[src/rtl/i2cs_pkg.sv]
package i2cs_pkg;

    localparam logic [6:0] DEV_ADDR = 7'h40;
    localparam logic [7:0] CTRL_RST = 8'h30;
    localparam int         ID_W     = 13;

    typedef enum logic [2:0] {
        PH_IDLE,
        PH_ADDR,
        PH_ADDR_ACK,
        PH_WR_DATA,
        PH_WR_ACK,
        PH_RD_DATA,
        PH_RD_ACK,
        PH_IGNORE
    } phase_t;

    typedef struct packed {
        logic [ID_W-1:0] id;
        logic            valid;
        logic            pin_a;
        logic            pin_b;
    } status_t;

    typedef struct packed {
        logic scl_rise;
        logic scl_fall;
        logic start;
        logic stop;
    } bus_ev_t;

    // First byte in [15:8], second byte in [7:0]; ID1/ID2 sit swapped.
    function automatic logic [15:0] pack_status(status_t s);
        return {s.id[4], s.id[3], s.id[2], s.id[0], s.id[1],
                s.valid, s.pin_a, s.pin_b, s.id[12:5]};
    endfunction

endpackage

[src/rtl/i2cs_line_filter.sv]
module i2cs_line_filter #(
    parameter int SYNC_STAGES = 2,
    parameter int HOLD_CYC    = 3
) (
    input  logic clk,
    input  logic rst,
    input  logic line_in,
    output logic line_out
);
    localparam int CW = $clog2(HOLD_CYC + 1);

    logic [SYNC_STAGES-1:0] sync_q;
    logic [CW-1:0]          run_cnt;
    logic                   synced;

    assign synced = sync_q[SYNC_STAGES-1];

    always_ff @(posedge clk) begin
        if (rst) begin
            sync_q   <= '1;
            run_cnt  <= '0;
            line_out <= 1'b1;
        end else begin
            sync_q <= {sync_q[SYNC_STAGES-2:0], line_in};
            if (synced == line_out) begin
                run_cnt <= '0;
            end else if (run_cnt == CW'(HOLD_CYC - 1)) begin
                line_out <= synced;
                run_cnt  <= '0;
            end else begin
                run_cnt <= run_cnt + CW'(1);
            end
        end
    end
endmodule

[src/rtl/i2cs_bus_events.sv]
module i2cs_bus_events
    import i2cs_pkg::*;
(
    input  logic    clk,
    input  logic    rst,
    input  logic    scl_f,
    input  logic    sda_f,
    output bus_ev_t ev
);
    logic scl_p, sda_p;

    always_ff @(posedge clk) begin
        if (rst) begin
            scl_p <= 1'b1;
            sda_p <= 1'b1;
        end else begin
            scl_p <= scl_f;
            sda_p <= sda_f;
        end
    end

    always_comb begin
        ev.scl_rise = scl_f & ~scl_p;
        ev.scl_fall = ~scl_f & scl_p;
        ev.start    = scl_f & scl_p & sda_p & ~sda_f;
        ev.stop     = scl_f & scl_p & ~sda_p & sda_f;
    end
endmodule

[src/rtl/i2cs_engine.sv]
module i2cs_engine
    import i2cs_pkg::*;
(
    input  logic       clk,
    input  logic       rst,
    input  bus_ev_t    ev,
    input  logic       sda_f,
    input  status_t    st_in,
    output logic       drive_low,
    output logic [7:0] ctrl,
    output phase_t     phase
);
    logic [3:0]  bit_cnt;
    logic [7:0]  rx_sh;
    logic [7:0]  tx_sh;
    logic [15:0] snap;
    logic        rw;
    logic        second;
    logic        m_nack;

    always_ff @(posedge clk) begin
        if (rst) begin
            phase     <= PH_IDLE;
            drive_low <= 1'b0;
            ctrl      <= CTRL_RST;
            bit_cnt   <= '0;
            rx_sh     <= '0;
            tx_sh     <= '0;
            snap      <= '0;
            rw        <= 1'b0;
            second    <= 1'b0;
            m_nack    <= 1'b0;
        end else if (ev.start) begin
            phase     <= PH_ADDR;
            bit_cnt   <= '0;
            drive_low <= 1'b0;
        end else if (ev.stop) begin
            phase     <= PH_IDLE;
            drive_low <= 1'b0;
        end else begin
            unique case (phase)
                PH_ADDR, PH_WR_DATA: begin
                    if (ev.scl_rise) begin
                        rx_sh   <= {rx_sh[6:0], sda_f};
                        bit_cnt <= bit_cnt + 4'd1;
                    end else if (ev.scl_fall && bit_cnt == 4'd8) begin
                        if (phase == PH_WR_DATA) begin
                            ctrl      <= rx_sh;
                            drive_low <= 1'b1;
                            phase     <= PH_WR_ACK;
                        end else if (rx_sh[7:1] == DEV_ADDR) begin
                            drive_low <= 1'b1;
                            rw        <= rx_sh[0];
                            phase     <= PH_ADDR_ACK;
                            if (rx_sh[0]) snap <= pack_status(st_in);
                        end else begin
                            phase <= PH_IGNORE;
                        end
                    end
                end
                PH_ADDR_ACK: begin
                    if (ev.scl_fall) begin
                        bit_cnt <= '0;
                        if (rw) begin
                            tx_sh     <= snap[15:8];
                            drive_low <= ~snap[15];
                            second    <= 1'b0;
                            phase     <= PH_RD_DATA;
                        end else begin
                            drive_low <= 1'b0;
                            phase     <= PH_WR_DATA;
                        end
                    end
                end
                PH_WR_ACK: begin
                    if (ev.scl_fall) begin
                        drive_low <= 1'b0;
                        phase     <= PH_IGNORE;
                    end
                end
                PH_RD_DATA: begin
                    if (ev.scl_rise) begin
                        bit_cnt <= bit_cnt + 4'd1;
                    end else if (ev.scl_fall) begin
                        if (bit_cnt == 4'd8) begin
                            drive_low <= 1'b0;
                            phase     <= PH_RD_ACK;
                        end else begin
                            tx_sh     <= {tx_sh[6:0], 1'b0};
                            drive_low <= ~tx_sh[6];
                        end
                    end
                end
                PH_RD_ACK: begin
                    if (ev.scl_rise) begin
                        m_nack <= sda_f;
                    end else if (ev.scl_fall) begin
                        if (m_nack || second) begin
                            drive_low <= 1'b0;
                            phase     <= PH_IGNORE;
                        end else begin
                            tx_sh     <= snap[7:0];
                            drive_low <= ~snap[7];
                            second    <= 1'b1;
                            bit_cnt   <= '0;
                            phase     <= PH_RD_DATA;
                        end
                    end
                end
                default: begin
                    drive_low <= 1'b0;
                end
            endcase
        end
    end
endmodule

[src/rtl/i2c_ctl_slave.sv]
module i2c_ctl_slave
    import i2cs_pkg::*;
#(
    parameter int SYNC_STAGES = 2,
    parameter int HOLD_CYC    = 3
) (
    input  logic            clk,
    input  logic            rst,
    input  logic            scl_i,
    input  logic            sda_i,
    output logic            sda_drive_low,
    output logic [7:0]      ctrl_byte,
    input  logic [ID_W-1:0] id_bits,
    input  logic            id_valid,
    input  logic            pin_a_in,
    input  logic            pin_b_in
);
    localparam int NLINES = 2;

    logic [NLINES-1:0] raw_lines;
    logic [NLINES-1:0] filt_lines;
    logic              scl_filt;
    logic              sda_filt;
    bus_ev_t           ev;
    status_t           st;
    phase_t            phase_w;

    assign raw_lines = {scl_i, sda_i};
    assign scl_filt  = filt_lines[1];
    assign sda_filt  = filt_lines[0];

    for (genvar g = 0; g < NLINES; g++) begin : g_line
        i2cs_line_filter #(
            .SYNC_STAGES(SYNC_STAGES),
            .HOLD_CYC   (HOLD_CYC)
        ) u_filt (
            .clk     (clk),
            .rst     (rst),
            .line_in (raw_lines[g]),
            .line_out(filt_lines[g])
        );
    end

    i2cs_bus_events u_ev (
        .clk  (clk),
        .rst  (rst),
        .scl_f(scl_filt),
        .sda_f(sda_filt),
        .ev   (ev)
    );

    assign st = '{id: id_bits, valid: id_valid, pin_a: pin_a_in, pin_b: pin_b_in};

    i2cs_engine u_eng (
        .clk      (clk),
        .rst      (rst),
        .ev       (ev),
        .sda_f    (sda_filt),
        .st_in    (st),
        .drive_low(sda_drive_low),
        .ctrl     (ctrl_byte),
        .phase    (phase_w)
    );
endmodule

[config.mk]
export PLATFORM = sky130hd
export DESIGN_NAME = i2c_ctl_slave
export DESIGN_NICKNAME = d
export VERILOG_FILES = /design/src/rtl/i2cs_pkg.sv /design/src/rtl/i2cs_line_filter.sv /design/src/rtl/i2cs_bus_events.sv /design/src/rtl/i2cs_engine.sv /design/src/rtl/i2c_ctl_slave.sv
export SDC_FILE = /design/constraint.sdc
export NUM_CORES = 1
export LEC_CHECK = 0
export BUFFER_PORTS_ARGS = -buffer_cell sky130_fd_sc_hd__buf_2
export CAP_MARGIN = 25
export CORE_MARGIN = 2
export CORE_UTILIZATION = 28
export CTS_BUF_LIST = sky130_fd_sc_hd__clkbuf_4 sky130_fd_sc_hd__clkbuf_8
export DETAILED_ROUTE_END_ITERATION = 7
export GPL_ROUTABILITY_DRIVEN = 0
export GPL_TIMING_DRIVEN = 0
export SLEW_MARGIN = 10
export SYNTH_ARGS = -nofsm -noshare
export SYNTH_HDL_FRONTEND = slang
export SYNTH_SLANG_ARGS = --single-unit
[constraint.sdc]
create_clock -name clk -period 3 [get_ports clk]
set_clock_uncertainty 0.2 [all_clocks]
set_input_delay 0.45 -clock clk [delete_from_list [all_inputs] [get_ports clk]]
set_output_delay 0.45 -clock clk [all_outputs]
set_load 0.01 [all_outputs]
# Word level (Yosys, flattened, before mapping)
# Cells that the tools add are included.
[word_totals]
in_bits = 20
ff_bits = 62
out_inout_bits = 9
elab_cells = 154
[op_classes]
n_addsub = 3
eq_ne = 35
bitwise = 20
n_mux = 51
reduce_logical = 26
[ops]
columns = ["op", "n"]
rows = [
  ["7-bit two-way mux", 8],
  ["3-bit two-way mux", 12],
  ["4-bit by 3-bit != test with 1-bit output, second input constant", 6],
  ["7-bit case mux with 3 select lines", 1],
  ["1-bit two-way mux", 20],
  ["4-bit two-way mux", 5],
  ["10-bit AND reduction", 2],
  ["2-bit by 1-bit != test with 1-bit output, second input constant", 8],
  ["8-bit AND reduction", 2],
  ["3-bit case mux with 5 select lines", 1],
  ["7-bit AND reduction", 2],
  ["1-bit inverter", 13],
  ["4-bit != test, second input constant", 3],
  ["4-bit case mux with 3 select lines", 1],
  ["3-bit OR reduction", 4],
  ["11-bit AND reduction", 1],
  ["2-bit != test, second input constant", 5],
  ["3-bit equality test, second input constant", 3],
  ["9-bit AND reduction", 1],
  ["4-bit AND reduction", 2],
  ["1-bit AND", 7],
  ["7-bit equality test, second input constant", 1],
  ["7-bit nonzero test", 1],
  ["3-bit by 2-bit equality test with 1-bit output, second input constant", 2],
  ["18 further kinds", 24],
]

# Logic depth before layout (Yosys ltp)
[depth]
ltp_word = 8
ltp_mapped = 9
depth_no_buf = 7

# Modules after synthesis
# A second synthesis with hierarchy kept.
[unflattened]
cells_unflattened = 330
hier_area_um2 = 3079.2
[modules_own_cells]
columns = ["mod", "cells_per_inst", "instances", "seq_area_each_um2", "area_each_um2"]
rows = [
  ["i2cs_engine", 294, 1, 1001.0, 2661.3],
  ["i2cs_line_filter", 14, 2, 100.1, 166.4],
  ["i2cs_bus_events", 8, 1, 40.0, 85.1],
]

# Worst setup path after synthesis
# Ideal clock, no wire load.
[synth_timing]
path_type = "register to register"
from = "register u_eng.bit_cnt[0]"
to = "register u_eng.snap[6]"
path_buffers = 2
period_less_slack_ps = 2108
setup_slack_ps = 892
required_time_ps = 2668
t_arrival_ps = 1776
setup_ps = 132
path_stages_with_launch = 10
cell_sequence = "dfxtp_1 > inv_1 > ha_1 > and3b_1 > nand3_4 > or4b_4 > buf_6 > buf_6 > nand2_1 > a21oi_1"
[synth_between]
elab_chain_len = 3
[synth_lines]
columns = ["element", "line_no", "text"]
rows = [
  ["from (decl)", "i2cs_engine.sv:13", "logic [3:0] bit_cnt;"],
  ["from (signal assigned)", "i2cs_engine.sv:45", "bit_cnt <= bit_cnt + 4'd1;"],
  ["from (signal assigned)", "i2cs_engine.sv:83", "bit_cnt <= bit_cnt + 4'd1;"],
  ["4-bit equality test", "i2cs_engine.sv:46", "end else if (ev.scl_fall && bit_cnt == 4'd8) begin"],
  ["1-bit logical AND", "i2cs_engine.sv:46", ""],
  ["8-bit AND reduction (no source line)", "--", ""],
  ["to (signal assigned)", "i2cs_engine.sv:55", "if (rx_sh[0]) snap <= pack_status(st_in);"],
  ["to (decl)", "i2cs_engine.sv:16", "logic [15:0] snap;"],
]
# Every way passes these cells.
# A chain may end at the register's enable or synchronous reset.

# Worst setup path after layout
[layout_timing]
from = "register u_eng.bit_cnt[0]"
to = "register u_eng.tx_sh[3]"
[layout_between]
elab_chain_len = 3
[layout_lines]
columns = ["element", "line_no", "text"]
rows = [
  ["4-bit equality test", "i2cs_engine.sv:85", "if (bit_cnt == 4'd8) begin"],
  ["2-bit != test (no source line)", "--", ""],
  ["11-bit AND reduction (no source line)", "--", ""],
  ["to (signal assigned)", "i2cs_engine.sv:65", "tx_sh <= snap[15:8];"],
  ["to (signal assigned)", "i2cs_engine.sv:89", "tx_sh <= {tx_sh[6:0], 1'b0};"],
  ["to (signal assigned)", "i2cs_engine.sv:102", "tx_sh <= snap[7:0];"],
  ["to (decl)", "i2cs_engine.sv:15", "logic [7:0] tx_sh;"],
]
# Every way passes these cells.

==> run summary <==
For this run, the slowest stage of the critical path takes 0.39 ns. Initial antenna violation count: 0. Setup repair after global routing left no endpoint under its margin.

After clock tree synthesis, the repair step resized 0 gates. In the synthesized netlist, the cells that appear most often are 66 x sky130_fd_sc_hd__nand2_1, 62 x sky130_fd_sc_hd__dfxtp_1, 40 x sky130_fd_sc_hd__a21oi_1. The first global-routing pass estimated 10900 um of wire. For the part of the total power dissipated in the clock network, the log shows 0.462. The register-to-register path setup slack came out at 0.65 ns. The run gives 0.00977 mm2 as the standard cell core area. The clock net in this run drives a total of 62 sinks. The fraction of the mapped netlist area in adder cells came out at 0.0212.

Class of the worst hold path: input pin to flop. The power density relative to cell area was 483 mW/mm2; the synthesized area per cell was 8.39 um2. Counting both buffers and inverters, the worst setup path holds a total of 2.

Yosys printed 0 warnings. The root buffer cell chosen for the clock tree is sky130_fd_sc_hd__clkbuf_8. Relative to the synthesized area, the layout overhead comes to 18.1%.

The synthesized design contains 62 register bits. The wire-length estimate of the detail-placed layout is 4650 um. The sequential share of power is 0.514, and the total die area is 0.0109 mm2. After clock tree synthesis, the setup repair step added 0 buffers. After detailed routing, the average wire length per cell comes to 12.4 um. For the final count of pins violating max slew, the log shows 0.

The worst setup path is captured at a flop. The most instantiated library cell after synthesis is sky130_fd_sc_hd__nand2_1. STA puts the critical path data arrival time at 2.43 ns.

For this run, the post-layout net count is 400. The number of nets in the synthesized netlist is 361. Clock-pin slew was measured on the worst setup and hold paths at 0.08 ns.

In this run, CTS created clock tree buffers numbering 9. For the final routed database, the setup TNS stands at 0 ns. Pin placement for this block handled 29 I/O pins. The number of port buffers works out to 27.

The count of unresolved DRC violations after routing is 0, and the total net switching power is 0.354 mW. The tools report the fraction of the yosys area taken by sequential cells as 0.439. The xor/xnor cell area share of the yosys netlist came out at 0.00930. Cell internal power was estimated by the tool at 1.26 mW. The complex-gate fraction of the synthesized area works out to 0.174. The detail route stage leaves a number of antenna-violating nets equal to 0. The run gives 1.24 nW as the static leakage. The mux contribution to synthesized area came out at 0.0319. In the synthesized netlist the dominant register cell turns out to be sky130_fd_sc_hd__dfxtp_1. Final-report setup violation count: 0.

The kind of cell with the highest combined delay along the critical path is compound AO/OA/AOI/OAI gates. At the pin with the least slew margin, the transition time is 0.551 ns. Counting I/O delays and the setup requirement, the final critical path takes 2.35 ns.

The fraction of post-synthesis cell area in the top cell type by area was 0.439; the part of the cycle the worst path needs was 0.783. The total global routing track utilization was 0.124. The clock passes through at most 2 buffers.

The basic-gate share of the synthesized area counting and, or, nand and nor cells was 0.274; the top fanout value on the critical path was 10. The synthesized instance count came out at 337. The signal on the critical path passes through inv_1 > ha_1 > and3b_1 > nor3b_2 > o221ai_1 > buf_2 > a211o_1 > a21oi_1. For this design, the slowest cell found on the critical path is sky130_fd_sc_hd__dfxtp_1.

The final number of hold-violating endpoints was 0; the number of flops mapped to enable cells by yosys was 0. Summing over every cut layer, the via total after detailed routing is 2434. After synthesis, the netlist uses 54 different library cells.

At the later pin of the worst-skew pair, clock insertion delay measures 0.34 ns. Maximum VDD drop: 0.200 mV. Entering global routing, the biggest net connects 12 pins.

The floorplan step set the die width to 104 um. The share of synthesized flip-flops with an asynchronous set or reset was 0. Number of global-route vias before repair: 2284. The main combinational cell family by area after synthesis is simple AND/OR/NAND/NOR gates. In this run the core area contains 36 standard-cell rows.

The worst setup path is of the flop to flop kind. Maximum clock rate: 426 MHz. The part of the power in combinational logic is 0.025, and the initial cell density of the core is 0.289. The detailed-routing iteration count for the pre-antenna-repair pass was 4. After routing the design area is 0.00334 mm2. The detailed-route vias per instance works out to 4.74. The run gives 0 as the count of inserted antenna diode cells.

The run finished with clean final reports. The relative slew slack is 0.633. The post-route core utilization was 0.341; the required time of the worst setup path was 3.08 ns. TritonCTS built the clock tree. The switching fraction of total power came out at 0.219. The final routed wirelength across all metal layers was 6360 um. For the total congestion overflow, the log shows 0. The H-tree was split into 3 levels. The proportion of layout cells with a drive suffix above 1 was 0.197. The completed layout was analyzed and its total power is 1.61 mW. The max-capacitance violation count was 0; the die outline height was 104 um. By area the synthesized netlist is led by sky130_fd_sc_hd__dfxtp_1 44%, sky130_fd_sc_hd__nand2_1 8.8%, sky130_fd_sc_hd__a21oi_1 7.1%. After clock tree synthesis, the flow added hold-fix buffers numbering 0. In this run, the number of DRC markers left after iteration 0 of detailed routing was 234. The worst setup path is launched from a flop.

The cell area after technology mapping came out at 0.00283 mm2. The largest total area in the synthesized netlist belongs to sky130_fd_sc_hd__dfxtp_1. Summing all placed instances gives a cell area of 0.00313 mm2.
## state kept, by name (all words and copies together), names as in the netlist, 2 cells and up
signal and flops:
u_eng.phase 3, u_eng.tx_sh 7, u_eng.ctrl 8, g_line.u_filt.run_cnt 4
g_line.u_filt.sync_q 4, g_line.u_filt.line_out 2, u_eng.bit_cnt 4, u_eng.rx_sh 8
u_eng.snap 16
## power groups by stage
stage	logic [mW]	registers, mW	clock network (mW)
6_report	0.0396	0.828	0.745
3_3_place_gp	0.0396	0.847	0
5_1_grt	0.0450	0.828	0.804
2_1_floorplan	0.0206	0.847	0
3_5_place_dp	0.0402	0.847	0
4_1_cts	0.0402	0.828	0.761
## worst register-to-register path: cells and delay by family (launching register included)
| kind | cells | cell delay [ns] |
|---|---|---|
| DFF | 1 | 0.39 |
| buffers and inverters | 2 | 0.33 |
| adders and majority gates | 1 | 0.21 |
| and+or+nand+nor | 2 | 0.52 |
| AOI/OAI and AO/OA | 3 | 0.63 |
## path summary, 6_finish.rpt
| kind | from | to | cells past startpoint |
|---|---|---|---|
| setup / recovery | u_eng.bit_cnt[0] | u_eng.tx_sh[3] | 8 |
| hold / removal | sda_i | g_line[0].u_filt.sync_q[0] | 2 |
| setup reg to reg | u_eng.bit_cnt[0] | u_eng.tx_sh[3] | 8 |
| hold reg to reg | g_line[1].u_filt.run_cnt[0] | g_line[1].u_filt.run_cnt[0] | 1 |
## cells by family after synthesis
logic type,Yosys count
and+or+nand+nor,150
AOI/OAI and AO/OA,77
DFF,62
buffers and inverters,31
muxes,9
adders and majority gates,5
xor gates and xnor gates,3
## layout by cell type (no fill, tap or decap), types with 3 or more instances in the layout
cell type / instances
sky130_fd_sc_hd__a211o_1: 10
sky130_fd_sc_hd__a21oi_1: 40
sky130_fd_sc_hd__buf_2: 36
sky130_fd_sc_hd__clkbuf_1: 11
sky130_fd_sc_hd__clkbuf_8: 10
sky130_fd_sc_hd__dfxtp_1: 62
sky130_fd_sc_hd__ha_1: 4
sky130_fd_sc_hd__inv_1: 8
sky130_fd_sc_hd__mux2i_1: 9
sky130_fd_sc_hd__nand2_1: 66
sky130_fd_sc_hd__nand2b_1: 6
sky130_fd_sc_hd__nand3_1: 4
sky130_fd_sc_hd__nor2_1: 32
sky130_fd_sc_hd__nor2b_1: 4
sky130_fd_sc_hd__nor3_1: 4
sky130_fd_sc_hd__o21ai_0: 5
sky130_fd_sc_hd__o22ai_1: 6
sky130_fd_sc_hd__or2_2: 8
sky130_fd_sc_hd__or3_1: 3
sky130_fd_sc_hd__xnor2_1: 3
## per-layer routing
metal  vias to the layer above  wire length, um  track usage
li1                       1237                -            -
met1                      1141             3020        0.163
met2                        48             3000        0.190
met3                         8              236       0.0269
met4                         0               95       0.0656
met5                         -                0            0
## metrics by stage
step	setup slack [ns]	std cells	hold WS (ns)
floorplan	0.892	337	0.189
global placement	0.652	497	0.193
detailed placement	0.640	497	0.202
CTS	0.628	513	0.0792
global route	0.486	514	0.0804
finish	0.650	514	0.0921
## cell type report
class / count / area (um2)
clock buffers: 11 / 145
repair buffers: 28 / 140
flip-flops and latches: 62 / 1240
inverters: 8 / 30.0
fillers: 1046 / 6440
multi-input cells: 244 / 1440
well taps: 133 / 166
plain buffers: 23 / 111
clock inverters: 5 / 58.8
Power figures use the tool's default switching activity.
